## src/rtl/susp_pkg.sv

```systemverilog
package susp_pkg;
  typedef enum logic [1:0] {
    ST_UNCONF = 2'd0,
    ST_ACTIVE = 2'd1,
    ST_SUSP   = 2'd2
  } susp_state_e;

  // event indices, lowest index wins
  localparam int EV_BUSRST = 0;
  localparam int EV_RESUME = 1;
  localparam int EV_SLEEP  = 2;
  localparam int EV_CFG    = 3;
  localparam int EV_COUNT  = 4;
endpackage

```

## src/rtl/susp_rst_sync.sv

```systemverilog
module susp_rst_sync #(
  parameter int STAGES = 2
) (
  input  logic clk,
  input  logic rst_n,
  output logic rst_sync_n
);
  logic [STAGES-1:0] chain_q;

  always_ff @(posedge clk or negedge rst_n) begin
    if (!rst_n) chain_q <= '0;
    else        chain_q <= {chain_q[STAGES-2:0], 1'b1};
  end

  assign rst_sync_n = chain_q[STAGES-1];
endmodule

```

## src/rtl/susp_evt_arb.sv

```systemverilog
module susp_evt_arb #(
  parameter int N_EVT = 4
) (
  input  logic [N_EVT-1:0] evt,
  output logic [N_EVT-1:0] grant
);
  logic [N_EVT:0] blocked;

  assign blocked[0] = 1'b0;

  for (genvar i = 0; i < N_EVT; i++) begin : g_prio
    assign grant[i]     = evt[i] & ~blocked[i];
    assign blocked[i+1] = blocked[i] | evt[i];
  end

  // at most one winner, and the top-priority request always wins
  always_comb begin
    assert_single_grant_R7: assert ($onehot0(grant))
      else $error("more than one event granted");
    assert_top_wins_R7: assert (!evt[0] || grant[0])
      else $error("top-priority event not granted");
  end
endmodule

```

## src/rtl/susp_state_fsm.sv

```systemverilog
module susp_state_fsm
  import susp_pkg::*;
(
  input  logic                clk,
  input  logic                rst_n,
  input  logic [EV_COUNT-1:0] grant,
  output susp_state_e         state_q,
  output susp_state_e         state_d
);
  logic state_en;

  always_comb begin
    state_d = state_q;
    unique case (state_q)
      ST_UNCONF: begin
        if (grant[EV_CFG]) state_d = ST_ACTIVE;
      end
      ST_ACTIVE: begin
        if (grant[EV_BUSRST])     state_d = ST_UNCONF;
        else if (grant[EV_SLEEP]) state_d = ST_SUSP;
      end
      ST_SUSP: begin
        if (grant[EV_BUSRST])      state_d = ST_UNCONF;
        else if (grant[EV_RESUME]) state_d = ST_ACTIVE;
      end
      default: state_d = ST_UNCONF;
    endcase
  end

  assign state_en = (state_d != state_q);

  always_ff @(posedge clk or negedge rst_n) begin
    if (!rst_n)        state_q <= ST_UNCONF;
    else if (state_en) state_q <= state_d;
  end

  assert_cfg_activates_R3: assert property (@(posedge clk) disable iff (!rst_n)
    (state_q == ST_UNCONF && grant[EV_CFG]) |=> state_q == ST_ACTIVE)
    else $error("cfg_done did not activate");

  assert_sleep_enters_R4: assert property (@(posedge clk) disable iff (!rst_n)
    (state_q == ST_ACTIVE && grant[EV_SLEEP]) |=> state_q == ST_SUSP)
    else $error("suspend not entered");

  assert_resume_wakes_R5: assert property (@(posedge clk) disable iff (!rst_n)
    (state_q == ST_SUSP && grant[EV_RESUME]) |=> state_q == ST_ACTIVE)
    else $error("resume did not wake");

  assert_busrst_unconf_R6: assert property (@(posedge clk) disable iff (!rst_n)
    grant[EV_BUSRST] |=> state_q == ST_UNCONF)
    else $error("bus reset did not unconfigure");

  assert_cfg_ignored_R8: assert property (@(posedge clk) disable iff (!rst_n)
    (state_q == ST_SUSP && grant[EV_CFG]) |=> state_q == ST_SUSP)
    else $error("cfg_done acted while suspended");

  assert_legal_state_R2: assert property (@(posedge clk) disable iff (!rst_n)
    state_q != 2'd3)
    else $error("illegal state");
endmodule

```

## src/rtl/susp_pin_drv.sv

```systemverilog
module susp_pin_drv
  import susp_pkg::*;
(
  input  logic        clk,
  input  logic        rst_n,
  input  susp_state_e state_d,
  input  susp_state_e state_q,
  output logic        susp_hi,
  output logic        susp_lo_n
);
  logic ind_d;
  logic hi_en;
  logic lo_en;

  assign ind_d = (state_d != ST_ACTIVE);
  assign hi_en = (ind_d != susp_hi);
  assign lo_en = (ind_d == susp_lo_n);

  always_ff @(posedge clk or negedge rst_n) begin
    if (!rst_n)     susp_hi <= 1'b1;
    else if (hi_en) susp_hi <= ind_d;
  end

  always_ff @(posedge clk or negedge rst_n) begin
    if (!rst_n)     susp_lo_n <= 1'b0;
    else if (lo_en) susp_lo_n <= ~ind_d;
  end

  assert_pins_complement_R1: assert property (@(posedge clk) disable iff (!rst_n)
    susp_hi != susp_lo_n)
    else $error("indicator pins not complementary");

  assert_pins_track_state_R2: assert property (@(posedge clk) disable iff (!rst_n)
    susp_hi == (state_q != ST_ACTIVE))
    else $error("indicator disagrees with state");
endmodule

```

## src/rtl/susp_ind_ctrl.sv

```systemverilog
module susp_ind_ctrl
  import susp_pkg::*;
#(
  parameter int RST_STAGES = 2
) (
  input  logic clk,
  input  logic rst_n,
  input  logic sleep_det,
  input  logic resume_evt,
  input  logic busrst_det,
  input  logic cfg_done,
  output logic susp_hi,
  output logic susp_lo_n
);
  logic                rst_int_n;
  logic [EV_COUNT-1:0] evt;
  logic [EV_COUNT-1:0] grant;
  susp_state_e         state_q;
  susp_state_e         state_d;

  always_comb begin
    evt            = '0;
    evt[EV_BUSRST] = busrst_det;
    evt[EV_RESUME] = resume_evt;
    evt[EV_SLEEP]  = sleep_det;
    evt[EV_CFG]    = cfg_done;
  end

  susp_rst_sync #(.STAGES(RST_STAGES)) u_rst (
    .clk        (clk),
    .rst_n      (rst_n),
    .rst_sync_n (rst_int_n)
  );

  susp_evt_arb #(.N_EVT(EV_COUNT)) u_arb (
    .evt   (evt),
    .grant (grant)
  );

  susp_state_fsm u_fsm (
    .clk     (clk),
    .rst_n   (rst_int_n),
    .grant   (grant),
    .state_q (state_q),
    .state_d (state_d)
  );

  susp_pin_drv u_pins (
    .clk       (clk),
    .rst_n     (rst_int_n),
    .state_d   (state_d),
    .state_q   (state_q),
    .susp_hi   (susp_hi),
    .susp_lo_n (susp_lo_n)
  );
endmodule

```

## config.mk

```make
export PLATFORM = sky130hd
export DESIGN_NAME = susp_ind_ctrl
export DESIGN_NICKNAME = d
export VERILOG_FILES = /design/src/rtl/susp_pkg.sv /design/src/rtl/susp_rst_sync.sv /design/src/rtl/susp_evt_arb.sv /design/src/rtl/susp_state_fsm.sv /design/src/rtl/susp_pin_drv.sv /design/src/rtl/susp_ind_ctrl.sv
export SDC_FILE = /design/constraint.sdc
export NUM_CORES = 1
export LEC_CHECK = 0
export BUFFER_PORTS_ARGS = -buffer_cell sky130_fd_sc_hd__buf_2
export CAP_MARGIN = 20
export CORE_AREA = 2 2 39 41
export CTS_BUF_LIST = sky130_fd_sc_hd__clkbuf_4
export CTS_CLUSTER_SIZE = 25
export DETAILED_ROUTE_END_ITERATION = 10
export DIE_AREA = 0 0 41 43
export RECOVER_POWER = 50
export SYNTH_ARGS = -nofsm -noshare
export SYNTH_HDL_FRONTEND = slang
export SYNTH_HIERARCHICAL = 1
export SYNTH_SLANG_ARGS = --single-unit
```

## constraint.sdc

```tcl
create_clock -name clk -period 0.8 [get_ports clk]
set_input_delay 0.04 -clock clk [delete_from_list [all_inputs] [get_ports clk]]
set_output_delay 0.04 -clock clk [all_outputs]
set_load 0.05 [all_outputs]
```

Word-level counts from Yosys, hierarchy flattened --
Index checks and enable logic that the tools add are counted.
Cells by class: $add $sub $neg 0, multipliers 0, divide/modulo/power cells 0, order comparisons 0, equality and inequality tests 6, shift operators 0, multiplexer cells 6, bitwise logic cells 9, reductions and logical operators 1
Operator list (number):
- $mux 2 | 5
- $pmux 2 s3 | 1
- $not 1->1 | 4
- $and 1x1->1 | 3
- $eq 2x1->1 const B | 1
- $eq 2x2->1 const B | 1
- $logic_not 2->1 | 1
- $ne 2x1->1 const B | 1
- $ne 2x2->1 | 1
- $or 1x1->1 | 2
- $eq 1x1->1 | 1
- $ne 1x1->1 | 1
Storage, ports and cells: bits in registers 6, latch bits 0, bits in writable memories 0, bits in read-only memories 0, input bits 6, output and inout port bits 2, logic and storage cells 26, memories 0

Longest topological paths before layout --
Gate-level depths: netlist of run 1.
depth after elaboration 8, gate-level depth with buffers 4, mapped depth without buffers 4

Hierarchy --
Netlist of run 1, hierarchy kept.
Modules (own cells, without submodules):
- susp_state_fsm | times used 1, cells each 11, area each 115.1 µm², seq. area each 50.0 µm²
- susp_pin_drv | times used 1, cells each 4, area each 63.8 µm², seq. area each 51.3 µm²
- susp_rst_sync | times used 1, cells each 3, area each 53.8 µm², seq. area each 50.0 µm²
- susp_evt_arb | times used 1, cells each 4, area each 36.3 µm², seq. area each 0.0 µm²

Least setup slack after synthesis of run 1 --
Ideal clock, no wire load.
path kind register to register, from reg u_fsm.state_q[1], to reg u_pins.susp_lo_n, setup time 0.122 ns, arrival time 0.996 ns, data required time 0.678 ns, path slack -0.318 ns, stages on the path, launching flop included 4, buffers on the path 0, period minus slack after synthesis 1.118 ns, path through dfrtp_1 nor4bb_1 or3_1 nor2b_1
Between the ends: elaborated cells on any way between the ends 12, classes of those cells eq/ne: 4; mux: 6; bitwise: 1; reduce/logical: 1
RTL lines:
- start: declaration | line susp_state_fsm.sv:7 | output susp_state_e state_q,
- start signal: assignment | line susp_state_fsm.sv:34 | else if (state_en) state_q <= state_d;
- $eq 2x2->1, or another cell as far along | line susp_state_fsm.sv:14 | unique case (state_q)
- $pmux 2 s3 (*) | line susp_state_fsm.sv:14
- named net state_d[0] | line susp_ind_ctrl.sv:19 | susp_state_e state_d;
- $ne 2x1->1 (*) | line susp_pin_drv.sv:15 | assign ind_d = (state_d != ST_ACTIVE);
- $eq 1x1->1 / $not 1->1 (equally long branches) | line susp_pin_drv.sv:17, susp_pin_drv.sv:26
- end signal: assignment | line susp_pin_drv.sv:26 | else if (lo_en) susp_lo_n <= ~ind_d;
- end: declaration | line susp_pin_drv.sv:9 | output logic susp_lo_n
Mark *: on every way through the listed nets, which the timed path passes. The rest lies on a longest branch. A chain may end at the register's enable or synchronous reset.

Final worst setup path of run 1 --
Same ends and word-level chain as after synthesis.

==> results of run 1 <==
## per-stage QoR
step	instance area [um2]	cells	util, %	total power [mW]	setup WS, ns
global placement	328	45	23.7	0.404	-0.356
detailed placement	328	45	23.7	0.407	-0.385
floorplan	273	22	-	0.378	-0.315
global route	413	50	29.8	0.810	-0.445
finish	413	50	29.8	0.757	-0.411
CTS	388	50	28.0	0.768	-0.401
## layer usage
| layer | global-route usage, % | routed length (um) | share of wire (%) | vias to the layer above |
|---|---|---|---|---|
| li1 | - | - | - | 102 |
| met1 | 7.31 | 216 | 39 | 105 |
| met2 | 11.3 | 301 | 54 | 6 |
| met3 | 3.14 | 38 | 6.8 | 0 |
| met4 | 6.00 | 0 | 0 | 0 |
| met5 | 0 | 0 | 0 | - |
## area by class of cell
class,count,area share [%]
Tap cell,16,4.85
Sequential cell,6,37.0
Timing Repair Buffer,9,16.4
Multi-Input combinational cell,15,34.5
Clock buffer,4,7.27
## power by group through the flow
stage	Sequential [mW]	Clock, mW	Combinational (mW)
final	0.334	0.332	0.0917
after global routing	0.336	0.377	0.0976
after CTS	0.332	0.349	0.0867
after detailed placement	0.335	0	0.0724
after global placement	0.333	0	0.0711
after floorplan	0.353	0	0.0247
## cell families (layout without fill, tap and decap cells)
family	Yosys count	count (layout)	synth area share, %
other	1	1	1.39
AO/OA/AOI/OAI	2	2	3.72
flip-flops	6	6	56.3
buffers and inverters	1	13	2.79
AND/OR/NAND/NOR	12	12	35.8
## layout by cell type, fill, tap and decap left out, drive strengths merged
cell type,instances
a21oi,2
nand3b,1
nor3b,2
or3b,1
conb,1
clkbuf,5
nor4bb,1
nor4b,2
buf,7
nand2b,1
dfstp,1
dlygate4sd3,1
dfrtp,5
nor2b,2
or3,2
## timing repair
item | 4_1_cts | 5_1_grt
hold buffers | 1 | 0
pin swaps | 1 | 2
endpoints found under the setup margin | 6 | 6
resized for setup | 6 | 5
hold endpoints to repair | 2 | 0
setup buffers | 0 | 0
## flip-flops by register name (all words and copies together), names as in the netlist
| signal | cells |
|---|---|
| u_pins/susp_hi | 1 |
| u_fsm/state_q | 2 |
| u_pins/susp_lo_n | 1 |
| u_rst/chain_q | 2 |
## worst max-delay path, delay by kind of cell, from the launching register on
kind             cells  cell delay [ns]
flip-flops           1             0.40
AND/OR/NAND/NOR      3             0.70
## worst paths after layout
check / end / slack (ns) / start
setup / recovery: u_pins/susp_lo_n / -0.41 / u_fsm/state_q[1]
hold / removal: u_pins/susp_lo_n / 0.05 / u_rst/chain_q[1]
setup reg to reg: u_pins/susp_lo_n / -0.41 / u_fsm/state_q[1]
hold reg to reg: u_pins/susp_lo_n / 0.05 / u_rst/chain_q[1]
max in group asynchronous: u_pins/susp_hi / 0.52 / u_rst/chain_q[1]
min in group clk: u_fsm/state_q[1] / 0.17 / busrst_det
==> results.json, run 1 <==
{
  "synth.cell_area_um2": 269,
  "cts_buffer_depth": 2,
  "grt_pass1_wl_um": 821,
  "grt_max_degree": 6,
  "synth_warnings": 6,
  "firstDrtPassIters": 1,
  "numCtsBuffers": 3,
  "critPathRequiredTime_ns": 0.93,
  "rows": 14,
  "insertion_delay_ns": 0.24,
  "synth-edff-count": 0,
  "ant_nets": 0,
  "crit_arrival_ns": 1.34,
  "vias": 213,
  "leakagePower_nw": 0.171,
  "path_class": "flip-flop to flip-flop",
  "diodes": 0,
  "h-tree-depth": 1,
  "min_period_ns": 1.21,
  "wl_per_cell_um": 11.1,
  "cts_sinks": 6,
  "synth_area_leaders": "dfrtp_1, dfstp_2, nor3b_1",
  "postSynthCellCount": 22,
  "grt_setup_unrepaired": "yes",
  "p_int_mw": 0.587,
  "dieArea_mm2": 0.00176,
  "path_cells": "nor4bb_4, or3_1, nor2b_1",
  "whs_ns": 0.0511,
  "drt-total-wl_um": 556,
  "fin_setup_tns_ns": -1.51,
  "drv_cap": 0,
  "switchingPower_mw": 0.170,
  "cp_slowest_cell": "dfrtp_1",
  "seqPwrFrac_pct": 44.1,
  "die_width_um": 41,
  "rr_worst_depth": 3,
  "grt-ovfl-total": 0,
  "top_level_ports": 8,
  "synth_most_common_cell": "dfrtp_1",
  "nFillCells": 147,
  "synth_fp_nets": 28,
  "root_buffer": "clkbuf_4",
  "async_flop_share_pct": 100,
  "status": "complete, but fails checks",
  "violations": "negative setup slack",
  "ys_seq_elements": 6,
  "core_mm2": 0.00138,
  "powerDensity_mw_per_mm2": 1830,
  "syn2layout_area_growth_pct": 53.5,
  "multiInputGateArea_um2": 143,
  "die_h_um": 43,
  "cp_max_fo": 5,
  "ys_types": 14,
  "layout-drive-gt1-share_pct": 52.9,
  "gp_congestion": 0.630,
  "clkTransAtPathRegs_ns": 0.05,
  "viasPerCell": 4.26,
  "fmax_ghz": 0.826,
  "regArea_um2": 153,
  "startpoint_type": "flip-flop",
  "combPwrFrac_pct": 12.1,
  "grt_pass1_vias": 228,
  "layout_setup_ws_ns": -0.411,
  "endpoint_kind": "flip-flop",
  "ir_drop_mv": 0.673,
  "cts_tree": "yes",
  "portBuffers": 7,
  "start_util_pct": 19.4,
  "fin_nets": 41,
  "min_path_type": "flip-flop to async pin",
  "netlist.area_leader.share_pct": 46.5,
  "yosysSeqAreaShare_pct": 56.3,
  "synth-main-ff-cell": "dfrtp_1",
  "drc_errors": 0,
  "antenna_found_initial": 0,
  "final_hold_viol_count": 0,
  "skew_ns": 0.00356,
  "critPathMaxStageDelay_ns": 0.40,
  "yosys-top-cells-count": "dfrtp_1, a21oi_1, nor2b_1, nor3b_1, or3_1",
  "synth.avg_cell_area_um2": 12.2,
  "pwr-share-clk_pct": 43.8,
  "yosysTopAreaCell": "dfrtp_1",
  "setup_viol": 6,
  "post-route-period-util_pct": 151,
  "swShare_pct": 22.5,
  "maxSlewViolCount": 0,
  "drt_iter0_markers": 0,
  "track_usage_pct": 7.40
}
Power figures use the tool's default switching activity.
==> inputs of run 2 (changes only) <==
--- a/config.mk
+++ b/config.mk
@@ -13,6 +13,7 @@
 export DETAILED_ROUTE_END_ITERATION = 10
 export DIE_AREA = 0 0 41 43
 export RECOVER_POWER = 50
+export SKIP_CTS_REPAIR_TIMING = 1
 export SYNTH_ARGS = -nofsm -noshare
 export SYNTH_HDL_FRONTEND = slang
 export SYNTH_HIERARCHICAL = 1
==> results.json, run 2 (synthesis gave the netlist of run 1 again) <==
{
  "firstDrtPassIters": 3,
  "drt_iter0_markers": 2,
  "viasPerCell": 4.18,
  "final_hold_viol_count": 0,
  "top_level_ports": 8,
  "path_cells": "nor4b_1, or3_1, nor2b_1",
  "combPwrFrac_pct": 12.0,
  "post-route-period-util_pct": 151,
  "fmax_ghz": 0.828,
  "die_width_um": 41,
  "violations": "negative setup slack",
  "grt_setup_unrepaired": "yes",
  "track_usage_pct": 7.10,
  "cp_slowest_cell": "dfrtp_2",
  "gp_congestion": 0.630,
  "critPathRequiredTime_ns": 0.93,
  "fin_nets": 41,
  "critPathMaxStageDelay_ns": 0.44,
  "seqPwrFrac_pct": 44.2,
  "switchingPower_mw": 0.169,
  "cts_sinks": 6,
  "min_period_ns": 1.21,
  "vias": 209,
  "whs_ns": 0.0484,
  "grt-ovfl-total": 0,
  "antenna_found_initial": 0,
  "clkTransAtPathRegs_ns": 0.05,
  "critPathTopFamily": "simple AND/OR/NAND/NOR gates",
  "mostFrequentLayoutCells": "clkbuf_4, buf_2, dfrtp_1",
  "insertion_delay_ns": 0.24,
  "leakagePower_nw": 0.172,
  "grt_pass1_wl_um": 779,
  "diodes": 0,
  "path_class": "flip-flop to flip-flop",
  "layout_setup_ws_ns": -0.407,
  "portBuffers": 7,
  "wl_per_cell_um": 11.3,
  "skew_ns": 0.00549,
  "p_int_mw": 0.587,
  "ir_drop_mv": 0.678,
  "endpoint_kind": "flip-flop",
  "cp_max_fo": 5,
  "maxSlewViolCount": 0,
  "grt_max_degree": 6,
  "setup_viol": 6,
  "h-tree-depth": 1,
  "fin_setup_tns_ns": -1.52,
  "syn2layout_area_growth_pct": 52.1,
  "startpoint_type": "flip-flop",
  "numCtsBuffers": 3,
  "min_path_type": "flip-flop to async pin",
  "drt-total-wl_um": 563,
  "status": "complete, but fails checks",
  "pre_cts_ws_ns": -0.385,
  "start_util_pct": 19.4,
  "root_buffer": "clkbuf_4",
  "cp.buffers_inverters": 0,
  "die_h_um": 43,
  "drc_errors": 0,
  "crit_arrival_ns": 1.34,
  "cts_buffer_depth": 2,
  "pwr-share-clk_pct": 43.8,
  "top_regs": "u_fsm/state_q: 2 flops, u_rst/chain_q: 2 flops",
  "cts_tree": "yes",
  "layout-drive-gt1-share_pct": 50.0,
  "drv_cap": 0,
  "rows": 14,
  "dieArea_mm2": 0.00176,
  "powerDensity_mw_per_mm2": 1850,
  "swShare_pct": 22.3,
  "core_mm2": 0.00138,
  "grt_pass1_vias": 222,
  "ant_nets": 0
}
## run 2: power groups by stage
stage / Sequential [mW] / Clock, mW / Combinational [mW]
floorplan: 0.353 / 0 / 0.0247
global placement: 0.333 / 0 / 0.0711
detailed placement: 0.335 / 0 / 0.0724
CTS: 0.330 / 0.349 / 0.0730
global route: 0.336 / 0.377 / 0.0970
finish: 0.334 / 0.331 / 0.0911
## run 2: final timing paths
path,slack [ns],from,endpoint,depth (start not counted)
setup / recovery,-0.41,u_fsm/state_q[0],u_pins/susp_lo_n,3
hold reg to reg,0.05,u_rst/chain_q[1],u_pins/susp_lo_n,0
min in group clk,0.18,busrst_det,u_fsm/state_q[1],3
max in group asynchronous,0.52,u_rst/chain_q[1],u_pins/susp_hi,0
setup reg to reg,-0.41,u_fsm/state_q[0],u_pins/susp_lo_n,3
hold / removal,0.05,u_rst/chain_q[1],u_pins/susp_lo_n,0
## run 2: layout make-up
cell class / instances / area, um2
Multi-Input combinational cell: 15 / 139
Sequential cell: 6 / 153
Timing Repair Buffer: 9 / 67.6
Fill cell: 149 / 975
Tap cell: 16 / 20.0
Clock buffer: 4 / 30.0
## run 2: layer usage
| metal | vias to the layer above | wire length [um] | part of all wire, % | GRT usage (%) |
|---|---|---|---|---|
| li1 | 102 | - | - | - |
| met1 | 101 | 213 | 38 | 7.64 |
| met2 | 6 | 311 | 55 | 10.0 |
| met3 | 0 | 38 | 6.7 | 3.14 |
| met4 | 0 | 0 | 0 | 6.00 |
| met5 | - | 0 | 0 | 0 |
## run 2: metrics by stage
| stage | cells | utilization, % | power (mW) | area [um2] |
|---|---|---|---|---|
| final | 50 | 29.6 | 0.756 | 409 |
| after global routing | 50 | 29.6 | 0.809 | 409 |
| after global placement | 45 | 23.7 | 0.404 | 328 |
| after detailed placement | 45 | 23.7 | 0.407 | 328 |
| after CTS | 49 | 25.9 | 0.752 | 358 |
| after floorplan | 22 | - | 0.378 | 273 |
## run 2: worst reg2reg max path, stage by stage (launching register included)
cell     delay [ns]
dfrtp_2        0.44
nor4b_1        0.17
or3_1          0.34
nor2b_1        0.15
